<file path="src/rtl/i2c16_pkg.sv">
package i2c16_pkg;

   localparam int BYTE_BITS = 8;
   localparam int WORD_BITS = 16;

   typedef enum logic [2:0] {
      BUS_IDLE,
      BUS_RX,
      BUS_RX_ACK,
      BUS_TX,
      BUS_TX_ACK
   } bus_state_e;

   typedef enum logic [1:0] {
      BYTE_DEV,
      BYTE_PTR,
      BYTE_HI,
      BYTE_LO
   } byte_role_e;

endpackage

</file>
<file path="src/rtl/i2c16_sync.sv">
module i2c16_sync #(
   parameter int STAGES = 2
) (
   input  logic clk,
   input  logic rst_n,
   input  logic scl_i,
   input  logic sda_i,
   output logic scl_s,
   output logic sda_s,
   output logic scl_rise,
   output logic scl_fall,
   output logic start_det,
   output logic stop_det
);

   generate
      if (STAGES < 2) begin : g_bad_stages
         $error("i2c16_sync: STAGES must be at least 2");
      end
   endgenerate

   logic [STAGES-1:0] scl_pipe;
   logic [STAGES-1:0] sda_pipe;
   logic              scl_d;
   logic              sda_d;

   // idle bus level is high, so the pipes reset to ones
   always_ff @(posedge clk or negedge rst_n) begin
      if (!rst_n) begin
         scl_pipe <= '1;
         sda_pipe <= '1;
         scl_d    <= 1'b1;
         sda_d    <= 1'b1;
      end else begin
         scl_pipe <= {scl_pipe[STAGES-2:0], scl_i};
         sda_pipe <= {sda_pipe[STAGES-2:0], sda_i};
         scl_d    <= scl_pipe[STAGES-1];
         sda_d    <= sda_pipe[STAGES-1];
      end
   end

   assign scl_s     = scl_pipe[STAGES-1];
   assign sda_s     = sda_pipe[STAGES-1];
   assign scl_rise  = scl_s & ~scl_d;
   assign scl_fall  = ~scl_s & scl_d;
   assign start_det = scl_s & scl_d & sda_d & ~sda_s;
   assign stop_det  = scl_s & scl_d & ~sda_d & sda_s;

endmodule

</file>
<file path="src/rtl/i2c16_ptr.sv">
module i2c16_ptr #(
   parameter int NUM_REGS = 64,
   parameter int AW       = 6
) (
   input  logic          clk,
   input  logic          rst_n,
   input  logic          load,
   input  logic [7:0]    load_val,
   input  logic          inc,
   output logic [AW-1:0] ptr,
   output logic          past_end
);

   localparam int            MAX_I = NUM_REGS - 1;
   localparam logic [AW-1:0] MAX_A = AW'(MAX_I);

   generate
      if (NUM_REGS < 2 || NUM_REGS > 256) begin : g_bad_depth
         $error("i2c16_ptr: NUM_REGS must lie in 2..256");
      end
      if (AW != $clog2(NUM_REGS)) begin : g_bad_aw
         $error("i2c16_ptr: AW must equal clog2(NUM_REGS)");
      end
   endgenerate

   // past_end marks that the last register has been consumed (or the
   // loaded value lay beyond the bank); it gates further writes
   always_ff @(posedge clk or negedge rst_n) begin
      if (!rst_n) begin
         ptr      <= '0;
         past_end <= 1'b0;
      end else if (load) begin
         if (int'(load_val) > MAX_I) begin
            ptr      <= MAX_A;
            past_end <= 1'b1;
         end else begin
            ptr      <= load_val[AW-1:0];
            past_end <= 1'b0;
         end
      end else if (inc) begin
         if (ptr == MAX_A) begin
            past_end <= 1'b1;
         end else begin
            ptr <= ptr + 1'b1;
         end
      end
   end

endmodule

</file>
<file path="src/rtl/i2c16_engine.sv">
module i2c16_engine
   import i2c16_pkg::*;
#(
   parameter logic [6:0] DEV_ADDR    = 7'h2C,
   parameter int         IGNORE_LSBS = 2
) (
   input  logic                 clk,
   input  logic                 rst_n,
   input  logic                 sda_s,
   input  logic                 scl_rise,
   input  logic                 scl_fall,
   input  logic                 start_det,
   input  logic                 stop_det,
   input  logic [WORD_BITS-1:0] rd_word,
   input  logic                 past_end,
   output logic                 sda_oe,
   output logic                 ptr_load,
   output logic [BYTE_BITS-1:0] ptr_val,
   output logic                 ptr_inc,
   output logic                 wr_en,
   output logic [WORD_BITS-1:0] wr_word
);

   localparam int CNT_W = $clog2(BYTE_BITS + 1);
   localparam logic [CNT_W-1:0] FULL_CNT = CNT_W'(BYTE_BITS);
   localparam logic [CNT_W-1:0] LAST_TX  = CNT_W'(BYTE_BITS - 1);

   generate
      if (IGNORE_LSBS < 0 || IGNORE_LSBS > 6) begin : g_bad_ignore
         $error("i2c16_engine: IGNORE_LSBS must lie in 0..6");
      end
   endgenerate

   bus_state_e           state;
   byte_role_e           role;
   logic [CNT_W-1:0]     bitcnt;
   logic [BYTE_BITS-1:0] rx_sh;
   logic [BYTE_BITS-1:0] hi_q;
   logic [BYTE_BITS-1:0] tx_sh;
   logic [BYTE_BITS-1:0] lo_q;
   logic                 next_lo;
   logic                 is_read;
   logic                 nack_q;
   logic                 rd_inc_q;
   logic                 addr_hit;

   // device address compare; the low bits may be excluded
   generate
      if (IGNORE_LSBS == 0) begin : g_match_full
         assign addr_hit = (rx_sh[7:1] == DEV_ADDR);
      end else begin : g_match_masked
         assign addr_hit = (rx_sh[7:IGNORE_LSBS+1] == DEV_ADDR[6:IGNORE_LSBS]);
      end
   endgenerate

   assign ptr_inc = wr_en | rd_inc_q;

   always_ff @(posedge clk or negedge rst_n) begin
      if (!rst_n) begin
         state    <= BUS_IDLE;
         role     <= BYTE_DEV;
         bitcnt   <= '0;
         rx_sh    <= '0;
         hi_q     <= '0;
         tx_sh    <= '0;
         lo_q     <= '0;
         next_lo  <= 1'b0;
         is_read  <= 1'b0;
         nack_q   <= 1'b0;
         rd_inc_q <= 1'b0;
         sda_oe   <= 1'b0;
         ptr_load <= 1'b0;
         ptr_val  <= '0;
         wr_en    <= 1'b0;
         wr_word  <= '0;
      end else begin
         ptr_load <= 1'b0;
         wr_en    <= 1'b0;
         rd_inc_q <= 1'b0;
         if (start_det) begin
            state   <= BUS_RX;
            role    <= BYTE_DEV;
            bitcnt  <= '0;
            is_read <= 1'b0;
            sda_oe  <= 1'b0;
         end else if (stop_det) begin
            state  <= BUS_IDLE;
            sda_oe <= 1'b0;
         end else begin
            unique case (state)
               BUS_IDLE: begin
                  sda_oe <= 1'b0;
               end
               BUS_RX: begin
                  if (scl_rise && bitcnt != FULL_CNT) begin
                     rx_sh  <= {rx_sh[BYTE_BITS-2:0], sda_s};
                     bitcnt <= bitcnt + 1'b1;
                  end else if (scl_fall && bitcnt == FULL_CNT) begin
                     unique case (role)
                        BYTE_DEV: begin
                           if (addr_hit) begin
                              is_read <= rx_sh[0];
                              role    <= BYTE_PTR;
                              state   <= BUS_RX_ACK;
                              sda_oe  <= 1'b1;
                           end else begin
                              state <= BUS_IDLE;
                           end
                        end
                        BYTE_PTR: begin
                           ptr_load <= 1'b1;
                           ptr_val  <= rx_sh;
                           role     <= BYTE_HI;
                           state    <= BUS_RX_ACK;
                           sda_oe   <= 1'b1;
                        end
                        BYTE_HI: begin
                           hi_q   <= rx_sh;
                           role   <= BYTE_LO;
                           state  <= BUS_RX_ACK;
                           sda_oe <= 1'b1;
                        end
                        BYTE_LO: begin
                           wr_en   <= ~past_end;
                           wr_word <= {hi_q, rx_sh};
                           role    <= BYTE_HI;
                           state   <= BUS_RX_ACK;
                           sda_oe  <= 1'b1;
                        end
                        default: state <= BUS_IDLE;
                     endcase
                  end
               end
               BUS_RX_ACK: begin
                  if (scl_fall) begin
                     bitcnt <= '0;
                     if (is_read) begin
                        // whole word is latched so both halves match
                        state   <= BUS_TX;
                        tx_sh   <= rd_word[WORD_BITS-1:BYTE_BITS];
                        lo_q    <= rd_word[BYTE_BITS-1:0];
                        next_lo <= 1'b1;
                        sda_oe  <= ~rd_word[WORD_BITS-1];
                     end else begin
                        state  <= BUS_RX;
                        sda_oe <= 1'b0;
                     end
                  end
               end
               BUS_TX: begin
                  if (scl_fall) begin
                     if (bitcnt == LAST_TX) begin
                        state  <= BUS_TX_ACK;
                        sda_oe <= 1'b0;
                     end else begin
                        tx_sh  <= {tx_sh[BYTE_BITS-2:0], 1'b0};
                        sda_oe <= ~tx_sh[BYTE_BITS-2];
                        bitcnt <= bitcnt + 1'b1;
                     end
                  end
               end
               BUS_TX_ACK: begin
                  if (scl_rise) begin
                     nack_q <= sda_s;
                  end else if (scl_fall) begin
                     if (nack_q) begin
                        state <= BUS_IDLE;
                     end else begin
                        state  <= BUS_TX;
                        bitcnt <= '0;
                        if (next_lo) begin
                           tx_sh    <= lo_q;
                           sda_oe   <= ~lo_q[BYTE_BITS-1];
                           next_lo  <= 1'b0;
                           rd_inc_q <= 1'b1;
                        end else begin
                           tx_sh   <= rd_word[WORD_BITS-1:BYTE_BITS];
                           lo_q    <= rd_word[BYTE_BITS-1:0];
                           sda_oe  <= ~rd_word[WORD_BITS-1];
                           next_lo <= 1'b1;
                        end
                     end
                  end
               end
               default: begin
                  state  <= BUS_IDLE;
                  sda_oe <= 1'b0;
               end
            endcase
         end
      end
   end

endmodule

</file>
<file path="src/rtl/i2c16_target.sv">
module i2c16_target
   import i2c16_pkg::*;
#(
   parameter int         NUM_REGS    = 64,
   parameter logic [6:0] DEV_ADDR    = 7'h2C,
   parameter int         IGNORE_LSBS = 2,
   parameter int         SYNC_STAGES = 2
) (
   input  logic                        clk,
   input  logic                        rst_n,
   input  logic                        scl_i,
   input  logic                        sda_i,
   output logic                        sda_oe,
   output logic [$clog2(NUM_REGS)-1:0] reg_addr,
   output logic [15:0]                 reg_wdata,
   output logic                        reg_we,
   input  logic [15:0]                 reg_rdata
);

   localparam int AW = $clog2(NUM_REGS);

   logic                 scl_s;
   logic                 sda_s;
   logic                 scl_rise;
   logic                 scl_fall;
   logic                 start_det;
   logic                 stop_det;
   logic                 ptr_load;
   logic [BYTE_BITS-1:0] ptr_val;
   logic                 ptr_inc;
   logic                 past_end;

   i2c16_sync #(
      .STAGES (SYNC_STAGES)
   ) u_sync (
      .clk       (clk),
      .rst_n     (rst_n),
      .scl_i     (scl_i),
      .sda_i     (sda_i),
      .scl_s     (scl_s),
      .sda_s     (sda_s),
      .scl_rise  (scl_rise),
      .scl_fall  (scl_fall),
      .start_det (start_det),
      .stop_det  (stop_det)
   );

   i2c16_engine #(
      .DEV_ADDR    (DEV_ADDR),
      .IGNORE_LSBS (IGNORE_LSBS)
   ) u_engine (
      .clk       (clk),
      .rst_n     (rst_n),
      .sda_s     (sda_s),
      .scl_rise  (scl_rise),
      .scl_fall  (scl_fall),
      .start_det (start_det),
      .stop_det  (stop_det),
      .rd_word   (reg_rdata),
      .past_end  (past_end),
      .sda_oe    (sda_oe),
      .ptr_load  (ptr_load),
      .ptr_val   (ptr_val),
      .ptr_inc   (ptr_inc),
      .wr_en     (reg_we),
      .wr_word   (reg_wdata)
   );

   i2c16_ptr #(
      .NUM_REGS (NUM_REGS),
      .AW       (AW)
   ) u_ptr (
      .clk      (clk),
      .rst_n    (rst_n),
      .load     (ptr_load),
      .load_val (ptr_val),
      .inc      (ptr_inc),
      .ptr      (reg_addr),
      .past_end (past_end)
   );

endmodule

</file>
<file path="config.mk">
export PLATFORM = sky130hd
export DESIGN_NAME = i2c16_target
export DESIGN_NICKNAME = d
export VERILOG_FILES = /design/src/rtl/i2c16_pkg.sv /design/src/rtl/i2c16_sync.sv /design/src/rtl/i2c16_ptr.sv /design/src/rtl/i2c16_engine.sv /design/src/rtl/i2c16_target.sv
export SDC_FILE = /design/constraint.sdc
export NUM_CORES = 1
export LEC_CHECK = 0
export BUFFER_PORTS_ARGS = -buffer_cell sky130_fd_sc_hd__buf_4
export CELL_PAD_IN_SITES_DETAIL_PLACEMENT = 0
export CELL_PAD_IN_SITES_GLOBAL_PLACEMENT = 2
export CORE_ASPECT_RATIO = 1.25
export CORE_UTILIZATION = 35
export CTS_CLUSTER_DIAMETER = 80
export DETAILED_ROUTE_END_ITERATION = 8
export HOLD_SLACK_MARGIN = 0.03
export PLACE_DENSITY = 0.8
export SLEW_MARGIN = 20
export SYNTH_ARGS = -nofsm -noshare
export SYNTH_HDL_FRONTEND = slang
export SYNTH_HIERARCHICAL = 1
export SYNTH_SLANG_ARGS = --single-unit
</file>
<file path="constraint.sdc">
create_clock -name clk -period 5.4 [get_ports clk]
set_clock_uncertainty 0.1 [all_clocks]
set_input_delay 0.27 -clock clk [delete_from_list [all_inputs] [get_ports clk]]
set_output_delay 0.27 -clock clk [all_outputs]
set_load 0.02 [all_outputs]
</file>
Word level (Yosys, flattened, before mapping)
Index checks and enable logic that the tools add are counted.
{"block": "totals", "reg_bits": 84, "output_inout_bits": 24}
{"block": "op_classes", "n_addsub": 2, "order_cmp": 1, "n_eq_ne": 41, "mux": 103, "bitwise_logic": 19, "reduce_logical": 30}
{"operator": "$mux W7", "count": 8}
{"operator": "$mux W1", "count": 49}
{"operator": "$mux W8", "count": 6}
{"operator": "$mux W4", "count": 9}
{"operator": "$mux W3", "count": 9}
{"operator": "$mux W6", "count": 4}
{"operator": "$reduce_and A6 Y1", "count": 4}
{"operator": "$reduce_and A8 Y1", "count": 3}
{"operator": "$pmux W7 S3", "count": 1}
{"operator": "$ne A4 B3 Y1 const B", "count": 5}
{"operator": "$mux W2", "count": 9}
{"operator": "$reduce_and A9 Y1", "count": 2}
{"operator": "$ne A4 B4 Y1 const B", "count": 4}
{"operator": "$pmux W4 S4", "count": 1}
{"operator": "$pmux W8 S2", "count": 1}
{"operator": "$ne A3 B2 Y1 const B", "count": 5}
{"operator": "$pmux W3 S5", "count": 1}
{"operator": "$ne A2 B2 Y1 const B", "count": 7}
{"operator": "$reduce_bool A2 Y1", "count": 7}
{"operator": "$ne A3 B3 Y1 const B", "count": 4}
{"operator": "$not A1 Y1", "count": 11}
{"operator": "$reduce_and A10 Y1", "count": 1}
{"operator": "$gt A8 B6 Y1 const B", "count": 1}
{"operator": "$ne A2 B1 Y1 const B", "count": 4}
{"operator": "other kinds (28)", "count": 40}

Longest topological paths before layout
{"block": "depth", "ltp_word": 8, "mapped_depth": 9, "mapped_depth_nobuf": 7}

Modules after synthesis
Netlist, hierarchy kept.
{"mod": "i2c16_engine", "n_inst": 1, "cells_per_inst": 264, "area_per_inst_um2": 3343.2, "seq_area_each_um2": 1776.7}
{"mod": "i2c16_ptr", "n_inst": 1, "cells_per_inst": 46, "area_per_inst_um2": 436.7, "seq_area_each_um2": 175.2}
{"mod": "i2c16_sync", "n_inst": 1, "cells_per_inst": 10, "area_per_inst_um2": 190.2, "seq_area_each_um2": 157.7}

Least setup slack after synthesis
OpenSTA, ideal clock, no wires.
{"block": "synth_path", "path_kind": "register to register", "from": "register u_sync.sda_pipe[1]", "to": "register u_engine.hi_q[0]", "setup_ns": 0.125, "arrival_time_ns": 2.129, "t_required_ns": 5.175, "path_slack_ns": 3.046, "stages_incl_launch_ff": 9, "n_path_buf": 2, "path_cell_list": "dfstp_2 > and4b_1 > buf_2 > or2_1 > buf_2 > nor3_4 > nand2_1 > nor2_4 > mux2_2"}
{"block": "synth_between", "elab_chain_len": 4}
{"item": "start, declared", "line": "i2c16_sync.sv:23", "text": "logic [STAGES-1:0] sda_pipe;"}
{"item": "start signal, assigned", "line": "i2c16_sync.sv:36", "text": "sda_pipe <= {sda_pipe[STAGES-2:0], sda_i};"}
{"item": "$not A1 Y1", "line": "i2c16_sync.sv:46", "text": "assign start_det = scl_s & scl_d & sda_d & ~sda_s;"}
{"item": "$and A1 B1 Y1", "line": "i2c16_sync.sv:46"}
{"item": "net start_det", "line": "i2c16_target.sv:26", "text": "logic start_det;"}
{"item": "$not A1 Y1 (no source line)"}
{"item": "$reduce_and A6 Y1 (no source line)"}
{"item": "end signal, assigned", "line": "i2c16_engine.sv:118", "text": "hi_q <= rx_sh;"}
{"item": "end, declared", "line": "i2c16_engine.sv:38", "text": "logic [BYTE_BITS-1:0] hi_q;"}
The timed path passes the listed nets, and every way through them passes these cells.
A chain may end at the register's enable or synchronous reset.

Worst setup path after layout
{"block": "layout_path", "from": "register u_sync.sda_pipe[1]", "to": "register u_engine.tx_sh[0]"}
{"block": "layout_between", "elab_chain_len": 4}
{"item": "$not A1 Y1", "line": "i2c16_sync.sv:46"}
{"item": "$and A1 B1 Y1", "line": "i2c16_sync.sv:46"}
{"item": "net start_det", "line": "i2c16_target.sv:26"}
{"item": "$not A1 Y1 (no source line)"}
{"item": "$reduce_and A10 Y1 (no source line)"}
{"item": "end signal, assigned", "line": "i2c16_engine.sv:140", "text": "tx_sh <= rd_word[WORD_BITS-1:BYTE_BITS];"}
{"item": "end signal, assigned", "line": "i2c16_engine.sv:156", "text": "tx_sh <= {tx_sh[BYTE_BITS-2:0], 1'b0};"}
{"item": "end signal, assigned", "line": "i2c16_engine.sv:172", "text": "tx_sh <= lo_q;"}
{"item": "end, declared", "line": "i2c16_engine.sv:39", "text": "logic [BYTE_BITS-1:0] tx_sh;"}
The timed path passes the listed nets, and every way through them passes these cells.

==> impl_metrics.yaml <==
critical_path:
  crit_path_top_delay_cell: "dfstp_2"
  crit_fanout: 14
  r2r_cells: 6
  max_stage_delay_ps: 560
  start_kind: "register"
  path_class: "register to register"
  cp.required_ps: 5500
  crit_chain: "and4b_1 -> or2_1 -> a221oi_2 -> nand3_1 -> nand2_1 -> o21ai_0"
  arrival_ps: 2620
  end_kind: "register"
floorplanning:
  rows: 43
  ios: 44
  design.die.area_um2: 11800
  die_x_um: 97.3
  initial_core_util: 0.358
  die_h_um: 121
  coreArea_um2: 11100
power_and_ir_drop:
  power_mw: 1.40
  leakagePower_nw: 2.26
  power.switching_uw: 335
  pwr-share-comb: 0.071
  pwr-share-clk: 0.441
  power_frac_seq: 0.488
  intPower_mw: 1.06
  ir_drop_uv: 144
  swShare: 0.240
  powerDensity_nw_per_um2: 296
yosys:
  synth_ff_type: "dfrtp_1"
  yosys_warnings: 6
  synth_top_area_share: 0.492
  synth-edff-count: 0
  ys_async_sr_fraction: 1.00
  synth_area_per_cell_um2: 12.4
  ys_seq_area_frac: 0.531
  synth_seq_cells: 84
  synth_cells: 320
  synth_area_leaders: "dfrtp_1 49%, mux2_2 12%, dfstp_2 4.0%"
  syn-cell-area_um2: 3970
  syn_nets: 343
  synth_cell_type_count: 68
  synth.largest_area_cell: "dfrtp_1"
clock_network:
  clk_pin_slew_ps: 60
  h-tree-depth: 3
  cts_buffer_depth: 2
  cts_tree: "yes"
  clock_sinks: 84
  root_buffer: "clkbuf_16"
  postCtsSetupBuffers: 0
  clk_latency_ps: 330
  cts_buffers: 9
job:
  max_cap_violations: 0
detailed_routing:
  ant_nets: 0
  wl_per_cell_um: 15.8
  vias_per_cell: 5.43
  dr.pass1.iters: 4
  vias: 2735
  route.detailed.drc: 0
  drt_iter0_drc: 90
  wirelength_mm: 7.95
timing:
  fin_crit_ps: 2520
  max_freq_ghz: 0.397
  setup_violations: 0
  finalHoldViolations: 0
  drv_slew: 0
  tightest_slew_ps: 763
  relSlewSlack: 0.491
  min_period_over_period: 0.467
  rsz0062_at_grt: "false"
  fin_tns_setup_ps: 0
  whs_ps: 45.3
place:
  dpl-instance-area_um2: 4380
  portBuffers: 43
  place_hpwl_mm: 5.47
  gp_congestion: 0.835
layout:
  final_cell_area_um2: 4720
  layout.nets: 387
  area_delta_synth_final_pct: 18.8
  diodes: 0
  drive_above_1_share: 0.347
  fillCellCount: 1038
global_route:
  antenna_found_initial: 0
  globalRouteOverflowTotal: 0
  grt_start_max_net_pins: 85
  grt_first_pass_wirelength_mm: 13.3
  track_usage: 0.143
  grt_pass1_vias: 2590
worst_hold_path:
  hold_class: "input pin to register"
  hold_depth: 2
status:
  outcome: "complete, no violations"
-- power by group through the flow --
stage,Combinational [mW],Sequential (mW),Clock (mW)
3_5_place_dp,0.0986,0.694,0
5_1_grt,0.112,0.685,0.660
2_1_floorplan,0.0666,0.681,0
4_1_cts,0.100,0.682,0.634
3_3_place_gp,0.0986,0.693,0
6_report,0.0990,0.681,0.616
-- registers in the layout, summed over array words and instances (netlist names), 4 cells and up --
signal / count
u_engine/bitcnt: 4
u_engine/tx_sh: 7
u_engine/ptr_val: 8
u_engine/lo_q: 8
u_ptr/ptr: 6
u_engine/rx_sh: 8
u_engine/wr_word: 16
u_engine/hi_q: 8
-- cell usage in the layout (no fill, tap or decap), types with 6 or more instances in the layout --
cell	synthesis	layout
mux2_2	41	41
buf_4	0	42
clkbuf_16	0	9
dfrtp_1	78	78
nand2_1	17	17
nand3_1	7	7
a22o_1	6	6
a21oi_1	16	16
mux2_4	9	9
inv_1	9	9
o21ai_0	8	8
nor2_1	18	18
dfstp_2	6	6
-- final cells by class --
| class | instances | area (um^2) | area share |
|---|---|---|---|
| Clock buffer | 9 | 225 | 0.0478 |
| Clock inverter | 7 | 75.1 | 0.0159 |
| Inverter | 9 | 33.8 | 0.00716 |
| Multi-Input combinational cell | 214 | 1750 | 0.370 |
| Sequential cell | 84 | 2110 | 0.447 |
| Tap cell | 135 | 169 | 0.0358 |
| Timing Repair Buffer | 46 | 357 | 0.0756 |
-- worst paths after layout --
path	start	to	slack, ps
min in group asynchronous	rst_n	u_ptr/ptr[5]	440
max reg2reg	u_sync/sda_pipe[1]	u_engine/tx_sh[0]	2880
min reg2reg	u_sync/scl_pipe[0]	u_sync/scl_pipe[1]	260
max in group asynchronous	rst_n	u_engine/tx_sh[0]	4230
min	reg_rdata[0]	u_engine/lo_q[0]	50
max	u_sync/sda_pipe[1]	u_engine/tx_sh[0]	2880
-- repair_timing --
action	CTS	global route
endpoints found under the hold margin	2	78
hold buffers	2	1
resized for setup	0	0
-- cell families (layout without fill, tap and decap cells) --
family	Yosys count	count (layout)	share of synthesized area
buf+inv	22	71	0.0287
compound gates	62	62	0.111
fa+ha+maj	3	3	0.00946
simple gates	93	93	0.155
flops	84	84	0.531
xor+xnor	2	2	0.00441
mux	54	54	0.161
-- per-layer routing --
layer	vias up	wire length, um	track usage
met3	10	260	0.0271
met5	-	0	0
li1	1281	-	-
met1	1383	3510	0.186
met4	0	156	0.0726
met2	61	4020	0.227
-- synthesized netlist by cell type (3+ instances only) --
cell      count
a21o_1        3
clkbuf_1      3
ha_1          3
inv_1         9
nand2_1      17
buf_6         3
dfstp_2       6
nand2b_1      4
a21oi_1      16
nor2_1       18
nand3b_1      4
dfrtp_1      78
buf_2         7
nand3_1       7
nor3_1        3
o32ai_1       4
nor3b_1       4
o21ai_0       8
nand4_1       4
mux2_2       41
mux2_4        9
o22ai_1       3
nor2b_1       4
o21ai_1       3
mux2i_1       3
a22o_1        6
-- worst max-delay path: cells and delay by family (launching register included) --
family	cells	cell delay (ps)
AND/OR/NAND/NOR	4	1290
flip-flops	1	560
AO/OA/AOI/OAI	2	440
-- stage by stage --
stage,instances,util,setup slack (ps)
detailed placement,485,0.395,2850
global route,504,0.425,2650
finish,504,0.425,2880
floorplan,320,-,3050
CTS,503,0.424,2850
global placement,485,0.395,2880
No activity file was read; power rests on OpenSTA's default activity.
